**src/rtl/pfx_pkg.sv**
```systemverilog
`timescale 1ns/1ps
package pfx_pkg;
    localparam int KIND_W  = 4;
    localparam int ARG_W   = 12;
    localparam int LREG_W  = 3;
    localparam int REG_W   = LREG_W + 1;
    localparam int LIST_W  = 8;
    localparam int HALF_W  = LIST_W / 2;
    localparam int XLIST_W = 2 * LIST_W;
    localparam int SHT_W   = 2;
    localparam int SHAMT_W = 5;
    localparam int COND_W  = 4;
    localparam int IMM_W   = ARG_W;

    localparam logic [COND_W-1:0] COND_ALWAYS = 4'hE;

    typedef enum logic [KIND_W-1:0] {
        K_SHIFT = 4'd0,
        K_PRED  = 4'd1,
        K_SBIT  = 4'd2,
        K_SRC   = 4'd3,
        K_DST   = 4'd4,
        K_THIRD = 4'd5,
        K_IMM   = 4'd6,
        K_ALLHI = 4'd7,
        K_BANK  = 4'd8
    } pfx_kind_e;

    // pending one-shot prefix data
    typedef struct packed {
        logic               sh_v;
        logic [SHT_W-1:0]   sh_type;
        logic [SHAMT_W-1:0] sh_amt;
        logic               sbit;
        logic               src_v;
        logic [LREG_W-1:0]  src;
        logic               dst_v;
        logic [LREG_W-1:0]  dst;
        logic               thr_v;
        logic [REG_W-1:0]   thr;
        logic               imm_v;
        logic [IMM_W-1:0]   imm;
        logic               allhi;
    } shot_t;

    // fields of an ordinary instruction as decoded upstream
    typedef struct packed {
        logic [LREG_W-1:0] rd;
        logic [LREG_W-1:0] rn;
        logic [LREG_W-1:0] rm;
        logic              is_list;
        logic [LIST_W-1:0] list;
    } base_t;

    // merged wide operation fields
    typedef struct packed {
        logic [REG_W-1:0]   rd;
        logic [REG_W-1:0]   rn;
        logic [REG_W-1:0]   rm;
        logic [REG_W-1:0]   thr;
        logic               three;
        logic [SHT_W-1:0]   sh_type;
        logic [SHAMT_W-1:0] sh_amt;
        logic               setflags;
        logic               imm_en;
        logic [IMM_W-1:0]   imm;
        logic [XLIST_W-1:0] list;
        logic [COND_W-1:0]  cond;
    } mop_t;
endpackage

```
**src/rtl/pfx_shot_store.sv**
```systemverilog
`timescale 1ns/1ps
module pfx_shot_store
    import pfx_pkg::*;
(
    input  logic              clk,
    input  logic              rst_n,
    input  logic              flush,
    input  logic              take_pfx,
    input  logic              take_op,
    input  logic [KIND_W-1:0] kind,
    input  logic [ARG_W-1:0]  arg,
    output shot_t             shot_o
);
    shot_t st_d, st_q;

    always_comb begin
        st_d = st_q;
        if (flush || take_op) begin
            st_d = '0;
        end else if (take_pfx) begin
            case (kind)
                K_SHIFT: begin
                    st_d.sh_v    = 1'b1;
                    st_d.sh_type = arg[SHT_W-1:0];
                    st_d.sh_amt  = arg[SHT_W +: SHAMT_W];
                end
                K_SBIT:  st_d.sbit = 1'b1;
                K_SRC: begin
                    st_d.src_v = 1'b1;
                    st_d.src   = arg[LREG_W-1:0];
                end
                K_DST: begin
                    st_d.dst_v = 1'b1;
                    st_d.dst   = arg[LREG_W-1:0];
                end
                K_THIRD: begin
                    st_d.thr_v = 1'b1;
                    st_d.thr   = arg[REG_W-1:0];
                end
                K_IMM: begin
                    st_d.imm_v = 1'b1;
                    st_d.imm   = arg[IMM_W-1:0];
                end
                K_ALLHI: st_d.allhi = 1'b1;
                default: ;
            endcase
        end
    end

    always_ff @(posedge clk) begin
        if (!rst_n) st_q <= '0;
        else        st_q <= st_d;
    end

    assign shot_o = st_q;

    // pending prefix data is gone once an instruction consumed it
    assert_clear_after_use_R9: assert property (@(posedge clk) disable iff (!rst_n)
        take_op |=> (st_q == '0));

    // a flush leaves nothing pending
    assert_flush_clears_shot_R12: assert property (@(posedge clk) disable iff (!rst_n)
        flush |=> (st_q == '0));

    // a stored shift stays until an instruction or flush arrives
    assert_shift_held_R9: assert property (@(posedge clk) disable iff (!rst_n)
        (st_q.sh_v && !take_op && !flush) |=> st_q.sh_v);
endmodule

```
**src/rtl/pfx_context.sv**
```systemverilog
`timescale 1ns/1ps
module pfx_context
    import pfx_pkg::*;
#(
    parameter int PAIR_W = 2
) (
    input  logic                     clk,
    input  logic                     rst_n,
    input  logic                     flush,
    input  logic                     take_pfx,
    input  logic                     take_op,
    input  logic [KIND_W-1:0]        kind,
    input  logic [COND_W+PAIR_W-1:0] pred_arg,
    input  logic                     bank_sel,
    output logic                     bank_o,
    output logic [COND_W-1:0]        cond_o
);
    localparam int CNT_W = PAIR_W + 2;
    localparam logic [CNT_W-1:0] MAX_LEFT = CNT_W'(2 << PAIR_W);

    typedef struct packed {
        logic              bank;
        logic [CNT_W-1:0]  left;
        logic [COND_W-1:0] cond;
    } ctx_t;

    ctx_t c_d, c_q;
    logic [PAIR_W:0] pairs;

    always_comb begin
        pairs = {1'b0, pred_arg[COND_W +: PAIR_W]} + (PAIR_W+1)'(1);
        c_d   = c_q;
        if (flush) begin
            c_d.left = '0;
        end else if (take_pfx && kind == K_PRED) begin
            c_d.cond = pred_arg[COND_W-1:0];
            c_d.left = {pairs, 1'b0};
        end else if (take_pfx && kind == K_BANK) begin
            c_d.bank = bank_sel;
        end else if (take_op && c_q.left != '0) begin
            c_d.left = c_q.left - CNT_W'(1);
        end
    end

    always_ff @(posedge clk) begin
        if (!rst_n) c_q <= '0;
        else        c_q <= c_d;
    end

    // even remaining count: first of a pair; odd: second, inverted condition
    always_comb begin
        if (c_q.left == '0)  cond_o = COND_ALWAYS;
        else if (c_q.left[0]) cond_o = {c_q.cond[COND_W-1:1], ~c_q.cond[0]};
        else                  cond_o = c_q.cond;
    end

    assign bank_o = c_q.bank;

    // window never longer than the largest pair count allows
    assert_window_bounded_R10: assert property (@(posedge clk) disable iff (!rst_n)
        c_q.left <= MAX_LEFT);

    // each instruction in the window uses exactly one slot
    assert_window_steps_R10: assert property (@(posedge clk) disable iff (!rst_n)
        (take_op && !flush && c_q.left != '0) |=> (c_q.left == $past(c_q.left) - CNT_W'(1)));

    // bank changes only through a bank prefix
    assert_bank_holds_R11: assert property (@(posedge clk) disable iff (!rst_n)
        !(take_pfx && !flush && kind == K_BANK) |=> $stable(c_q.bank));

    // flush closes the predicate window
    assert_flush_closes_R12: assert property (@(posedge clk) disable iff (!rst_n)
        flush |=> (c_q.left == '0));
endmodule

```
**src/rtl/pfx_merge.sv**
```systemverilog
`timescale 1ns/1ps
module pfx_merge
    import pfx_pkg::*;
(
    input  base_t             base,
    input  shot_t             shot,
    input  logic              bank,
    input  logic [COND_W-1:0] cond,
    output mop_t              mop
);
    always_comb begin
        mop = '0;
        mop.rd = shot.dst_v ? {1'b1, shot.dst} : {bank, base.rd};
        mop.rn = shot.src_v ? {1'b1, shot.src} : {bank, base.rn};
        mop.rm = shot.imm_v ? '0 : {bank, base.rm};

        mop.three = shot.thr_v;
        mop.thr   = shot.thr_v ? shot.thr : '0;

        if (shot.sh_v) begin
            mop.sh_type = shot.sh_type;
            mop.sh_amt  = shot.sh_amt;
        end

        mop.setflags = shot.sbit;
        mop.imm_en   = shot.imm_v;
        mop.imm      = shot.imm_v ? shot.imm : '0;

        if (base.is_list && shot.allhi)
            mop.list = {{(XLIST_W-LIST_W-HALF_W){1'b0}}, base.list[LIST_W-1:HALF_W],
                        {HALF_W{1'b0}}, base.list[HALF_W-1:0]};
        else
            mop.list = {{(XLIST_W-LIST_W){1'b0}}, base.list};

        mop.cond = cond;
    end
endmodule

```
**src/rtl/pfx_coalescer.sv**
```systemverilog
`timescale 1ns/1ps
module pfx_coalescer
    import pfx_pkg::*;
#(
    parameter int OPC_W  = 6,
    parameter int PAIR_W = 2
) (
    input  logic               clk,
    input  logic               rst_n,
    input  logic               flush,
    input  logic               in_valid,
    input  logic               in_is_prefix,
    input  logic [KIND_W-1:0]  in_kind,
    input  logic [ARG_W-1:0]   in_arg,
    input  logic [OPC_W-1:0]   in_opc,
    input  logic [LREG_W-1:0]  in_rd,
    input  logic [LREG_W-1:0]  in_rn,
    input  logic [LREG_W-1:0]  in_rm,
    input  logic               in_is_list,
    input  logic [LIST_W-1:0]  in_list,
    output logic               out_valid,
    output logic [OPC_W-1:0]   out_opc,
    output logic [REG_W-1:0]   out_rd,
    output logic [REG_W-1:0]   out_rn,
    output logic [REG_W-1:0]   out_rm,
    output logic [REG_W-1:0]   out_third,
    output logic               out_three,
    output logic [SHT_W-1:0]   out_shtype,
    output logic [SHAMT_W-1:0] out_shamt,
    output logic               out_setflags,
    output logic               out_imm_en,
    output logic [IMM_W-1:0]   out_imm,
    output logic [XLIST_W-1:0] out_list,
    output logic [COND_W-1:0]  out_cond
);
    typedef struct packed {
        logic             vld;
        logic [OPC_W-1:0] opc;
        mop_t             mop;
    } outreg_t;

    logic              take_op, take_pfx;
    shot_t             shot;
    logic              bank;
    logic [COND_W-1:0] cond;
    base_t             base;
    mop_t              merged;
    outreg_t           o_d, o_q;

    assign take_op  = in_valid && !in_is_prefix && !flush;
    assign take_pfx = in_valid &&  in_is_prefix && !flush;

    assign base.rd      = in_rd;
    assign base.rn      = in_rn;
    assign base.rm      = in_rm;
    assign base.is_list = in_is_list;
    assign base.list    = in_list;

    pfx_shot_store u_shot (
        .clk      (clk),
        .rst_n    (rst_n),
        .flush    (flush),
        .take_pfx (take_pfx),
        .take_op  (take_op),
        .kind     (in_kind),
        .arg      (in_arg),
        .shot_o   (shot)
    );

    pfx_context #(.PAIR_W(PAIR_W)) u_ctx (
        .clk      (clk),
        .rst_n    (rst_n),
        .flush    (flush),
        .take_pfx (take_pfx),
        .take_op  (take_op),
        .kind     (in_kind),
        .pred_arg (in_arg[COND_W+PAIR_W-1:0]),
        .bank_sel (in_arg[0]),
        .bank_o   (bank),
        .cond_o   (cond)
    );

    pfx_merge u_merge (
        .base (base),
        .shot (shot),
        .bank (bank),
        .cond (cond),
        .mop  (merged)
    );

    always_comb begin
        o_d     = o_q;
        o_d.vld = take_op;
        if (take_op) begin
            o_d.opc = in_opc;
            o_d.mop = merged;
        end
    end

    always_ff @(posedge clk) begin
        if (!rst_n) o_q <= '0;
        else        o_q <= o_d;
    end

    assign out_valid    = o_q.vld;
    assign out_opc      = o_q.opc;
    assign out_rd       = o_q.mop.rd;
    assign out_rn       = o_q.mop.rn;
    assign out_rm       = o_q.mop.rm;
    assign out_third    = o_q.mop.thr;
    assign out_three    = o_q.mop.three;
    assign out_shtype   = o_q.mop.sh_type;
    assign out_shamt    = o_q.mop.sh_amt;
    assign out_setflags = o_q.mop.setflags;
    assign out_imm_en   = o_q.mop.imm_en;
    assign out_imm      = o_q.mop.imm;
    assign out_list     = o_q.mop.list;
    assign out_cond     = o_q.mop.cond;

    // a prefix never takes an output slot
    assert_prefix_no_slot_R1: assert property (@(posedge clk) disable iff (!rst_n)
        (in_valid && in_is_prefix) |=> !out_valid);

    // an accepted instruction appears one edge later
    assert_op_one_slot_R1: assert property (@(posedge clk) disable iff (!rst_n)
        (in_valid && !in_is_prefix && !flush) |=> (out_valid && out_opc == $past(in_opc)));

    // flushed input produces no output
    assert_flush_drops_R12: assert property (@(posedge clk) disable iff (!rst_n)
        flush |=> !out_valid);

    // an immediate always displaces the second register
    assert_imm_clears_rm_R7: assert property (@(posedge clk) disable iff (!rst_n)
        (out_valid && out_imm_en) |-> (out_rm == '0));
endmodule

```
**config.mk**
```make
export PLATFORM = sky130hd
export DESIGN_NAME = pfx_coalescer
export DESIGN_NICKNAME = d
export VERILOG_FILES = /design/src/rtl/pfx_pkg.sv /design/src/rtl/pfx_shot_store.sv /design/src/rtl/pfx_context.sv /design/src/rtl/pfx_merge.sv /design/src/rtl/pfx_coalescer.sv
export SDC_FILE = /design/constraint.sdc
export NUM_CORES = 1
export LEC_CHECK = 0
export BUFFER_PORTS_ARGS = -buffer_cell sky130_fd_sc_hd__clkbuf_2
export CORE_ASPECT_RATIO = 2
export CORE_MARGIN = 8
export CORE_UTILIZATION = 52
export CTS_CLUSTER_DIAMETER = 80
export DETAILED_ROUTE_END_ITERATION = 8
export PLACE_DENSITY = 0.79
export SLEW_MARGIN = 40
export SYNTH_ARGS = -nofsm -noshare
export SYNTH_HDL_FRONTEND = slang
export SYNTH_SLANG_ARGS = --single-unit
```
**constraint.sdc**
```tcl
create_clock -name clk -period 2 [get_ports clk]
set_input_delay 0.2 -clock clk [delete_from_list [all_inputs] [get_ports clk]]
set_output_delay 0.2 -clock clk [all_outputs]
set_load 0.01 [all_outputs]
```
After elaboration in Yosys (flattened, before gate mapping)
Cells that the tools add are included.
- word-level logic and storage cells: 88
- bits of input ports: 45
- flip-flop bits (word level): 110
- output and inout bits: 65
- reductions and logical operators: 29
- muxes and demuxes: 12
- add/subtract/negate cells: 2
- equal/unequal tests: 9
- bitwise operators: 5
- operator list (operator ; number):
    $mux W4 ; 8
    $mux W12 ; 2
    $reduce_and A2 Y1 ; 10
    $eq A4 B3 Y1 const B ; 4
    $eq A4 B2 Y1 const B ; 2
    $logic_and A1 B1 Y1 ; 8
    $logic_not A4 Y1 ; 2
    $mux W7 ; 1
    $not A1 Y1 ; 5
    $eq A4 B1 Y1 const B ; 1
    $eq A4 B4 Y1 const B ; 1
    $reduce_bool A4 Y1 ; 1
    $reduce_or A2 Y1 ; 2
    $sub A4 B1 Y4 const B ; 1
    $add A2 B1 Y3 const B ; 1
    $reduce_and A3 Y1 ; 1
    $reduce_or A3 Y1 ; 1
    $logic_not A1 Y1 ; 2
    $ne A2 B1 Y1 const B ; 1
    $reduce_bool A2 Y1 ; 1
    $logic_or A1 B1 Y1 ; 1
    $mux W1 ; 1

Logic depth before layout (Yosys ltp)
Gate-level depths: netlist of run 1.
- word-level depth: 7
- mapped depth: 6

By module
Synthesis of run 1 repeated with hierarchy kept, for this count alone.
- cell total of the unflattened synthesis: 541
- area, all modules: 4984.8 um^2
- modules (own cells, without submodules) (module ; area an instance (um^2) ; cells each ; instances):
    pfx_coalescer ; 2573.7 ; 281 ; 1
    pfx_shot_store ; 1386.3 ; 138 ; 1
    pfx_context ; 573.0 ; 62 ; 1
    pfx_merge ; 451.7 ; 60 ; 1

Worst setup path before layout of run 1
No wires, ideal clock.
- kind: reg2reg
- start point: register u_ctx.c_q[4] in the netlist's numbering
- end point: register u_ctx.c_q[7] in the netlist's numbering
- data required time: 1925 ps
- stages on the path, launching flop included: 7
- slack: 477 ps
- period minus slack after synthesis: 1523 ps
- arrival time: 1449 ps
- path through: dfxtp_1 -> inv_1 -> ha_1 -> nand2b_1 -> o21ai_1 -> mux2_2 -> o22ai_1
- word-level cells in the longest chain between the ends: 4
- elaborated cells between the ends (all ways): 8
- those cells by class: add/sub (1); mux (3); reduce/logical (4)
- RTL lines (what ; RTL line ; text):
    start: declaration ; pfx_context.sv:27 ; ctx_t c_d, c_q;
    start signal: assignment ; pfx_context.sv:46 ; if (!rst_n) c_q <= '0;
    start signal: assignment ; pfx_context.sv:47 ; else c_q <= c_d;
    $sub A4 B1 Y4 / $reduce_bool A4 Y1 (equally long branches) ; pfx_context.sv:41, pfx_context.sv:40 ;
    $mux W4 / $logic_and A1 B1 Y1 (equally long branches) ; pfx_context.sv:40 ; end else if (take_op && c_q.left != '0) begin
    $mux W4 / $reduce_bool A2 Y1 (equally long branches) ; -- ;
    $mux W4 / $reduce_and A2 Y1 (equally long branches) ; -- ;
Parallel ways exist; a longest one is shown, timed or not. The select of a mux whose other input is x is not followed.
A chain may end at the register's enable or synchronous reset.

Final worst setup path of run 1
- start point: register u_ctx.c_q[4] in the netlist's numbering
- end point: register u_ctx.c_q[5] in the netlist's numbering
The elaborated chain is that of the path after synthesis.

==> run_results.csv, run 1 <==
group,metric,value,unit
status,status,"finished, final reports clean",
timing,fmaxAchievable,0.697,GHz
floorplanning,die_area,0.0111,mm^2
critical_path,crit_type,"register to register",
cts,numCtsBuffers,9,
timing,min_period,1.43,ns
cells_and_area,design_area,0.00492,mm^2
place,dpl_cell_area,0.00465,mm^2
yosys,syn-mean-instance-area,9.82,um^2
critical_path,critPathMaxFanout,7,
timing,clock_skew,0.00677,ns
job,timing.max_cap.violations,0,
floorplanning,rows,45,
floorplanning,core-area,0.00760,mm^2
critical_path,critPathLaunchType,"register",
cells_and_area,layout-area-overhead-vs-synth,20.7,%
yosys,synth.distinct_cells,44,
global_route,grt_pass1_vias,3185,
yosys,synth-seq-area-share,52.1,%
route,postRouteAntennaNets,0,
global_route,antenna_found_initial,0,
timing,finalCritPeriodShare,71.7,%
place,port-buffer-count,105,
cells_and_area,layout-drive-gt1-share,25.9,%
critical_path,worst_setup_path_end_kind,"register",
cts,cts_hold_buf,0,
yosys,synthCells,415,
cts,cts_setup_buffers,0,
cells_and_area,final_nets,557,
yosys,synth.top_cell.area_share,52.1,%
global_route,grt_max_degree,52,
pwr,leakage,2.07,nW
cts,clk_latency,0.34,ns
global_route,grt-ovfl-total,0,
cells_and_area,num_antenna_cells,0,
cts,cts_tree,"done",
timing,setup_tns,0,ns
route,drc,0,
yosys,async_reset_ff_share,0,%
timing,rsz0062_at_grt,"false",
yosys,synthFlopType,"dfxtp_1",
floorplanning,chipWidth,78.6,um
pwr,power_density,822,mW/mm^2
timing,final-hold-violation-count,0,
global_route,track_usage,17.9,%
cts,cts_root_buf,"clkbuf_16",
critical_path,arrival,1.70,ns
cts,htreeDepth,3,
cells_and_area,layout.cells.non_filler,607,
yosys,yosys.area.top_type,"dfxtp_1",
route,vias,3204,
timing,drv_slew,0,
yosys,ys_top_cells_by_area,"dfxtp_1 (52%), mux2i_1 (9.6%), a21boi_0 (6.3%)",
global_route,grtUsageMet2,31.4,%
route,drt-initial-drc-count,166,
place,place_hpwl,7.26,mm
global_route,met3_usage,5.16,%
yosys,synth_edf_count,0,
worst_hold_path,worst_hold_path_type,"input pin to register",
cts,clock_path_buffers,2,
yosys,ys.warnings.count,0,
timing,worst_pin_slew,0.583,ns
pwr,peakVddDrop,0.652,mV
floorplanning,die_h,141,um
cts,cts_sinks,106,
global_route,met1_usage,18.7,%
cells_and_area,fin_util,64.8,%
place,gp_congestion,0.884,
critical_path,required,2.27,ns
timing,max_slew_margin,61.1,%
cts,cts.clk_slew.worst_paths,0.07,ns
route,drt_first_pass_iters,4,
route,viasPerCell,5.28,
global_route,grt.busiest_layer,"met2",
global_route,grt_pass1_wl,15.8,mm
floorplanning,initial_utilization,53.6,%
cts,cts_resized,0,
place,place_inst,593,
route,wl,9.83,mm
floorplanning,io_pins,110,
yosys,ys_ff_latch,106,
timing,final-setup-viol-count,0,
route,wl_per_cell,16.2,um
yosys,synth.cell_area,0.00408,mm^2
[cell type report]
cell class,instances,area (um^2)
Multi-Input combinational cell,276,1790
Fill cell,681,2680
Sequential cell,106,2120
Timing Repair Buffer,111,596
Clock buffer,10,229
Clock inverter,4,45.0
Inverter,6,22.5
Tap cell,94,118
[cell families after synthesis]
kind of cell	synth area share, %
flops	52.1
mux	9.85
compound gates	13.7
fa+ha+maj	0.614
other cells	0.0920
simple gates	19.0
buf+inv	4.30
xor+xnor	0.430
[state kept, by name, indices dropped and copies added (netlist names), 5 cells and up]
| register | flops |
|---|---|
| out_list | 12 |
| u_shot.shot_o | 36 |
| out_imm | 12 |
| out_opc | 6 |
| u_ctx.c_q | 8 |
| out_shamt | 5 |
[synthesized netlist by cell type (5+ instances only)]
master,n
nor2_1,41
nand2_1,61
a21boi_0,34
a21oi_1,5
nor3_1,5
o211a_1,6
inv_1,6
clkbuf_1,17
buf_4,5
mux2i_1,39
a22o_1,15
nor2b_1,7
dfxtp_1,106
nand3_1,20
[critical path, stage by stage (launching register included)]
cell	delay, ns
dfxtp_1	0.37
inv_1	0.08
ha_1	0.23
nand2b_1	0.09
o21ai_1	0.08
buf_4	0.20
o22a_1	0.20
a21oi_1	0.12
[stage by stage]
step	hold WS, ns	power, mW	setup slack [ns]
floorplan	0.325	2.32	0.477
global placement	0.426	2.43	0.376
detailed placement	0.430	2.44	0.335
CTS	0.0803	4.08	0.570
global route	0.0772	4.20	0.420
finish	0.0854	4.05	0.565
[cells in the final DEF, fill, tap and decap left out, types with 2 or more instances in the layout]
cell type | Yosys | layout
and2_1 | 4 | 4
ha_1 | 2 | 2
clkbuf_16 | 0 | 9
nor3_1 | 5 | 5
clkbuf_2 | 1 | 105
o221a_2 | 3 | 3
a31oi_1 | 2 | 2
nand2_1 | 61 | 61
xnor2_1 | 2 | 2
nand3_1 | 20 | 20
a21boi_0 | 34 | 34
a22o_1 | 15 | 15
nand2b_1 | 4 | 4
a21oi_1 | 5 | 5
buf_12 | 0 | 2
o22ai_1 | 2 | 2
nor3b_1 | 2 | 2
conb_1 | 1 | 4
nand3b_1 | 2 | 2
inv_1 | 6 | 6
clkinv_2 | 0 | 3
o211a_1 | 6 | 6
nor4b_1 | 2 | 2
nor2b_1 | 7 | 7
mux2i_1 | 39 | 39
nor2_1 | 41 | 41
buf_4 | 5 | 4
dfxtp_1 | 106 | 106
[worst paths after layout]
check	startpoint	to	slack (ns)	depth (start not counted)
max	u_ctx.c_q[4]	u_ctx.c_q[5]	0.57	7
max reg2reg	u_ctx.c_q[4]	u_ctx.c_q[5]	0.57	7
min	in_rm[0]	out_rm[0]	0.09	2
min reg2reg	out_imm[3]	out_imm[3]	0.46	2
[power breakdown]
group	switching (mW)	internal [mW]	total (mW)	leakage (nW)
sequential	0.0129	2.14	2.15	0.856
combinational	0.139	0.100	0.240	1.07
clock	0.708	0.950	1.66	0.138
total	0.860	3.19	4.05	2.07
[layer usage]
metal,up-vias,wire length [um]
met3,14,597
met5,-,0
met1,1498,3830
li1,1601,-
met2,91,5120
met4,0,275
Note: power is estimated with default switching activity, not from simulation.
==> inputs of run 2 (changes only) <==
--- a/config.mk
+++ b/config.mk
@@ -8,10 +8,10 @@
 export BUFFER_PORTS_ARGS = -buffer_cell sky130_fd_sc_hd__clkbuf_2
 export CORE_ASPECT_RATIO = 2
 export CORE_MARGIN = 8
-export CORE_UTILIZATION = 52
+export CORE_UTILIZATION = 47
 export CTS_CLUSTER_DIAMETER = 80
 export DETAILED_ROUTE_END_ITERATION = 8
-export PLACE_DENSITY = 0.79
+export PLACE_DENSITY = 0.76
 export SLEW_MARGIN = 40
 export SYNTH_ARGS = -nofsm -noshare
 export SYNTH_HDL_FRONTEND = slang
==> constraint.sdc (replaced) <==
create_clock -name clk -period 1.3 [get_ports clk]
set_input_delay 0.13 -clock clk [delete_from_list [all_inputs] [get_ports clk]]
set_output_delay 0.13 -clock clk [all_outputs]
set_load 0.01 [all_outputs]
==> run_results.csv, run 2 (same netlist as run 1, synthesis figures left out) <==
group,metric,value,unit
global_route,grt.busiest_layer,"met2",
floorplanning,rows,48,
place,place_inst,615,
route,viasPerCell,5.18,
pwr,p_int,5.02,mW
worst_hold_path,min_path_cells,2,
critical_path,crit_type,"register to register",
floorplanning,core-area,0.00853,mm^2
floorplanning,chipWidth,81.9,um
route,drc,0,
pwr,clkPwrFrac,41.9,%
global_route,grt-ovfl-total,0,
cts,clock_path_buffers,2,
place,port-buffer-count,105,
timing,final-setup-viol-count,5,
floorplanning,die_area,0.0121,mm^2
route,wl,10.2,mm
pwr,peakVddDrop,0.971,mV
timing,rsz0062_at_grt,"true",
timing,drv_slew,0,
floorplanning,io_pins,110,
floorplanning,initial_utilization,47.8,%
pwr,power_density,1220,mW/mm^2
cells_and_area,largest_register_ff_count,36,
cts,numCtsBuffers,9,
pwr,p_seq_share,51.9,%
global_route,met1_usage,17.4,%
place,gp_congestion,0.846,
route,postRouteAntennaNets,0,
worst_hold_path,worst_hold_path_type,"input pin to register",
pwr,swShare,21.3,%
critical_path,arrival,1.57,ns
floorplanning,die_h,148,um
critical_path,worst_setup_path_end_kind,"register",
global_route,track_usage,16.8,%
critical_path,required,1.53,ns
timing,min_period,1.34,ns
global_route,antenna_found_initial,0,
route,drt_first_pass_iters,4,
pwr,leakage,2.22,nW
pwr,power.net_switching,1.35,mW
timing,clock_skew,0.00315,ns
timing,fmaxAchievable,0.745,GHz
cts,cts.clk_slew.worst_paths,0.06,ns
timing,worst_pin_slew,0.508,ns
cells_and_area,layout.cells.non_filler,639,
place,dpl_cell_area,0.00482,mm^2
cts,clk_latency,0.34,ns
critical_path,critPathLaunchType,"register",
status,status,"finished, violations left",
cts,cts_tree,"done",
cells_and_area,fin_util,61.3,%
cts,cts_sinks,106,
cells_and_area,num_antenna_cells,0,
cells_and_area,design_area,0.00523,mm^2
pwr,comb_power_share,6.2,%
global_route,grt_max_degree,37,
global_route,met3_usage,4.14,%
cells_and_area,final_cell_mix,"clkbuf_2 (105), dfxtp_1 (105), nand2_1 (61), nor2_1 (41), mux2i_1 (39)",
critical_path,critPathMaxFanout,6,
route,drt-initial-drc-count,171,
job,timing.max_cap.violations,0,
global_route,grt_pass1_vias,3443,
cts,cts_root_buf,"clkbuf_16",
route,wl_per_cell,15.9,um
cells_and_area,layout-area-overhead-vs-synth,28.2,%
timing,finalCritPeriodShare,103,%
route,vias,3311,
place,place_hpwl,7.62,mm
global_route,grtUsageMet2,30.0,%
global_route,grt_pass1_wl,16.1,mm
cells_and_area,final_nets,581,
timing,max_slew_margin,66.2,%
timing,fin_hold_ws,0.0162,ns
critical_path,ff2ff_path_depth,7,
timing,setup_ws,-0.0431,ns
cts,htreeDepth,3,
cells_and_area,layout-drive-gt1-share,31.0,%
status,violations,"negative setup slack",
timing,final-hold-violation-count,0,
==> run 2: cell types whose count changed in the layout (fill, tap and decap cells not counted), sizes merged <==
cell,before,now
dlygate4sd3,0,2
buf,6,28
bufinv,1,0
clkbuf,115,120
clkinv,3,1
==> run 2: timing repair <==
| item | in CTS | in global routing |
|---|---|---|
| buffers inserted | 4 | 2 |
| hold buffers | 2 | 0 |
| pin swaps | 3 | 3 |
| hold endpoints to repair | 2 | 0 |
| gates resized for setup | 1 | 6 |
| endpoints found under the setup margin | 2 | 2 |
==> run 2: per-layer routing <==
layer	vias up	wire length, um
met5	-	0
met4	0	235
met3	18	657
met2	87	5480
met1	1551	3820
li1	1655	-
==> run 2: final timing paths <==
kind           startpoint           to  slack (ns)
max          u_ctx.c_q[5]  out_cond[2]       -0.04
min            in_list[5]  out_list[5]        0.02
max reg2reg  u_ctx.c_q[5]  out_cond[2]       -0.04
min reg2reg    out_opc[1]   out_opc[1]        0.46
==> run 2: power by group through the flow <==
stage	sequential [mW]	clock [mW]	combinational [mW]
floorplan	3.39	0	0.185
global placement	3.38	0	0.384
detailed placement	3.38	0	0.395
CTS	3.30	2.73	0.400
global route	3.31	2.85	0.433
finish	3.30	2.67	0.397
==> run 2: final cells by class <==
| type | instances | area (um^2) |
|---|---|---|
| inverter | 6 | 22.5 |
| clock buffer | 15 | 298 |
| fill | 734 | 3300 |
| tap | 100 | 125 |
| timing repair buffer | 135 | 801 |
| clock inverter | 1 | 5.00 |
| sequential | 106 | 2120 |
| multi-input combinational | 276 | 1850 |
==> run 2: worst max-delay path, cell delays in order, from the launching register on <==
cell and delay, ns:
dfxtp_1 0.35, inv_2 0.05, ha_4 0.16, nand2b_4 0.07, o21ai_4 0.09, buf_6 0.14, buf_4 0.12, o221a_2 0.24
==> run 2: metrics by stage <==
step / setup WS (ns) / power [mW] / TNS, ns
CTS: -0.0110 / 6.43 / -0.0110
finish: -0.0431 / 6.37 / -0.150
global route: -0.120 / 6.59 / -0.440
floorplan: 0.0000270 / 3.58 / 0
detailed placement: -0.156 / 3.77 / -6.35
global placement: -0.101 / 3.76 / -3.42
==> inputs of run 3 (changes only) <==
--- a/config.mk
+++ b/config.mk
@@ -12,6 +12,7 @@
 export CTS_CLUSTER_DIAMETER = 80
 export DETAILED_ROUTE_END_ITERATION = 8
 export PLACE_DENSITY = 0.76
+export SKIP_LAST_GASP = 1
 export SLEW_MARGIN = 40
 export SYNTH_ARGS = -nofsm -noshare
 export SYNTH_HDL_FRONTEND = slang
==> run_results.csv, run 3 (same netlist as run 1, synthesis figures left out) <==
group,metric,value,unit
status,status,"finished, violations left",
status,violations,"negative setup slack",
place,dpl_cell_area,0.00482,mm^2
critical_path,worst_setup_path_end_kind,"register",
cts,htreeDepth,3,
cts,cts_tree,"done",
route,drc,0,
timing,final-setup-viol-count,5,
pwr,total_power,6.37,mW
floorplanning,rows,48,
timing,setup_ws,-0.0432,ns
route,vias,3313,
cells_and_area,fillers,734,
pwr,leakage,2.22,nW
cts,cts_sinks,106,
timing,fmaxAchievable,0.745,GHz
critical_path,slowest_stage,"dfxtp_1",
critical_path,arrival,1.57,ns
timing,max_slew_margin,66.2,%
critical_path,required,1.53,ns
cts,numCtsBuffers,9,
cts,cts.clk_slew.worst_paths,0.06,ns
global_route,antenna_found_initial,0,
floorplanning,chipWidth,81.9,um
timing,finalCritPeriodShare,103,%
route,drt-initial-drc-count,173,
floorplanning,initial_utilization,47.8,%
pwr,swShare,21.2,%
critical_path,path_cells,"inv_2 -> ha_4 -> nand2b_4 -> o21ai_4 -> buf_6 -> buf_4 -> o221a_2",
critical_path,critPathLaunchType,"register",
pwr,clkPwrFrac,41.9,%
route,wl_per_cell,16.0,um
timing,min_period,1.34,ns
critical_path,crit_type,"register to register",
route,postRouteAntennaNets,0,
floorplanning,core-area,0.00853,mm^2
cts,clk_latency,0.34,ns
place,gp_congestion,0.846,
cells_and_area,layout-drive-gt1-share,31.0,%
pwr,power.net_switching,1.35,mW
global_route,track_usage,16.8,%
timing,clock_skew,0.00322,ns
worst_hold_path,worst_hold_path_type,"input pin to register",
global_route,grt-ovfl-total,0,
critical_path,cp_top_family,"flip-flops",
global_route,grt_pass1_vias,3443,
pwr,power_density,1220,mW/mm^2
critical_path,critPathMaxFanout,6,
cts,cts_root_buf,"clkbuf_16",
cts,clock_path_buffers,2,
cells_and_area,final_cell_mix,"clkbuf_2 (105), dfxtp_1 (105), nand2_1 (61), nor2_1 (41), mux2i_1 (39)",
place,port-buffer-count,105,
route,viasPerCell,5.18,
cells_and_area,largest_register_ff_count,36,
pwr,p_int,5.02,mW
pwr,peakVddDrop,0.971,mV
critical_path,slowest_delay,0.35,ns
global_route,grt_pass1_wl,16.1,mm
global_route,grt_max_degree,37,
cells_and_area,layout-area-overhead-vs-synth,28.2,%
floorplanning,die_area,0.0121,mm^2
timing,worst_pin_slew,0.507,ns
pwr,p_seq_share,51.9,%
floorplanning,die_h,148,um
route,drt_first_pass_iters,4,
cells_and_area,final_nets,581,
timing,drv_slew,0,
cells_and_area,design_area,0.00523,mm^2
timing,final-hold-violation-count,0,
job,timing.max_cap.violations,0,
timing,rsz0062_at_grt,"true",
place,place_hpwl,7.62,mm
floorplanning,io_pins,110,
pwr,comb_power_share,6.2,%
critical_path,crit_buf_inv,3,
cells_and_area,num_antenna_cells,0,
route,wl,10.2,mm
run 3: cell counts in the layout (fill, tap and decap cells not counted):
No cell type changed its count.
run 3: stage by stage:
step	setup WS (ns)	setup TNS [ns]	util (%)	hold slack, ns	std cells
floorplan	0.0000270	0	-	0.255	418
global placement	-0.101	-3.42	56.6	0.355	615
detailed placement	-0.156	-6.35	56.6	0.356	615
CTS	-0.0110	-0.0110	60.7	0.00440	637
global route	-0.120	-0.440	61.3	0.0153	639
finish	-0.0432	-0.150	61.3	0.0162	639
run 3: worst paths after layout:
kind | startpoint | end | slack (ns) | cells after the start
worst max-delay path | u_ctx.c_q[5] | out_cond[2] | -0.04 | 7
worst min-delay path | in_list[5] | out_list[5] | 0.02 | 2
worst max register to register | u_ctx.c_q[5] | out_cond[2] | -0.04 | 7
worst min register to register | out_opc[1] | out_opc[1] | 0.46 | 2
run 3: per-layer routing:
metal | track usage, % | vias up | part of all wire, %
met5 | 0 | - | 0
met3 | 4.14 | 18 | 6.4
met4 | 7.79 | 0 | 2.3
met1 | 17.4 | 1553 | 37
met2 | 30.0 | 87 | 54
li1 | - | 1655 | -
run 3: layout make-up:
type / count / area [um^2] / area share (%)
clock inverters: 1 / 5.00 / 0.0958
clock buffers: 15 / 298 / 5.70
inverters: 6 / 22.5 / 0.431
repair buffers: 135 / 801 / 15.3
multi-input cells: 276 / 1850 / 35.4
flip-flops and latches: 106 / 2120 / 40.6
well taps: 100 / 125 / 2.39
run 3: power groups by stage:
stage	combinational, mW	sequential [mW]	clock (mW)
floorplan	0.185	3.39	0
global placement	0.384	3.38	0
detailed placement	0.395	3.38	0
CTS	0.400	3.30	2.73
global route	0.433	3.31	2.85
finish	0.397	3.30	2.67
run 3: timing repair:
item                                    CTS  global route
buffers inserted                          4             2
cloned                                    0             0
endpoints found under the setup margin    2             2
gates resized for setup                   1             6
hold endpoints to repair                  2             0
hold buffers                              2             0
pin swaps                                 3             3
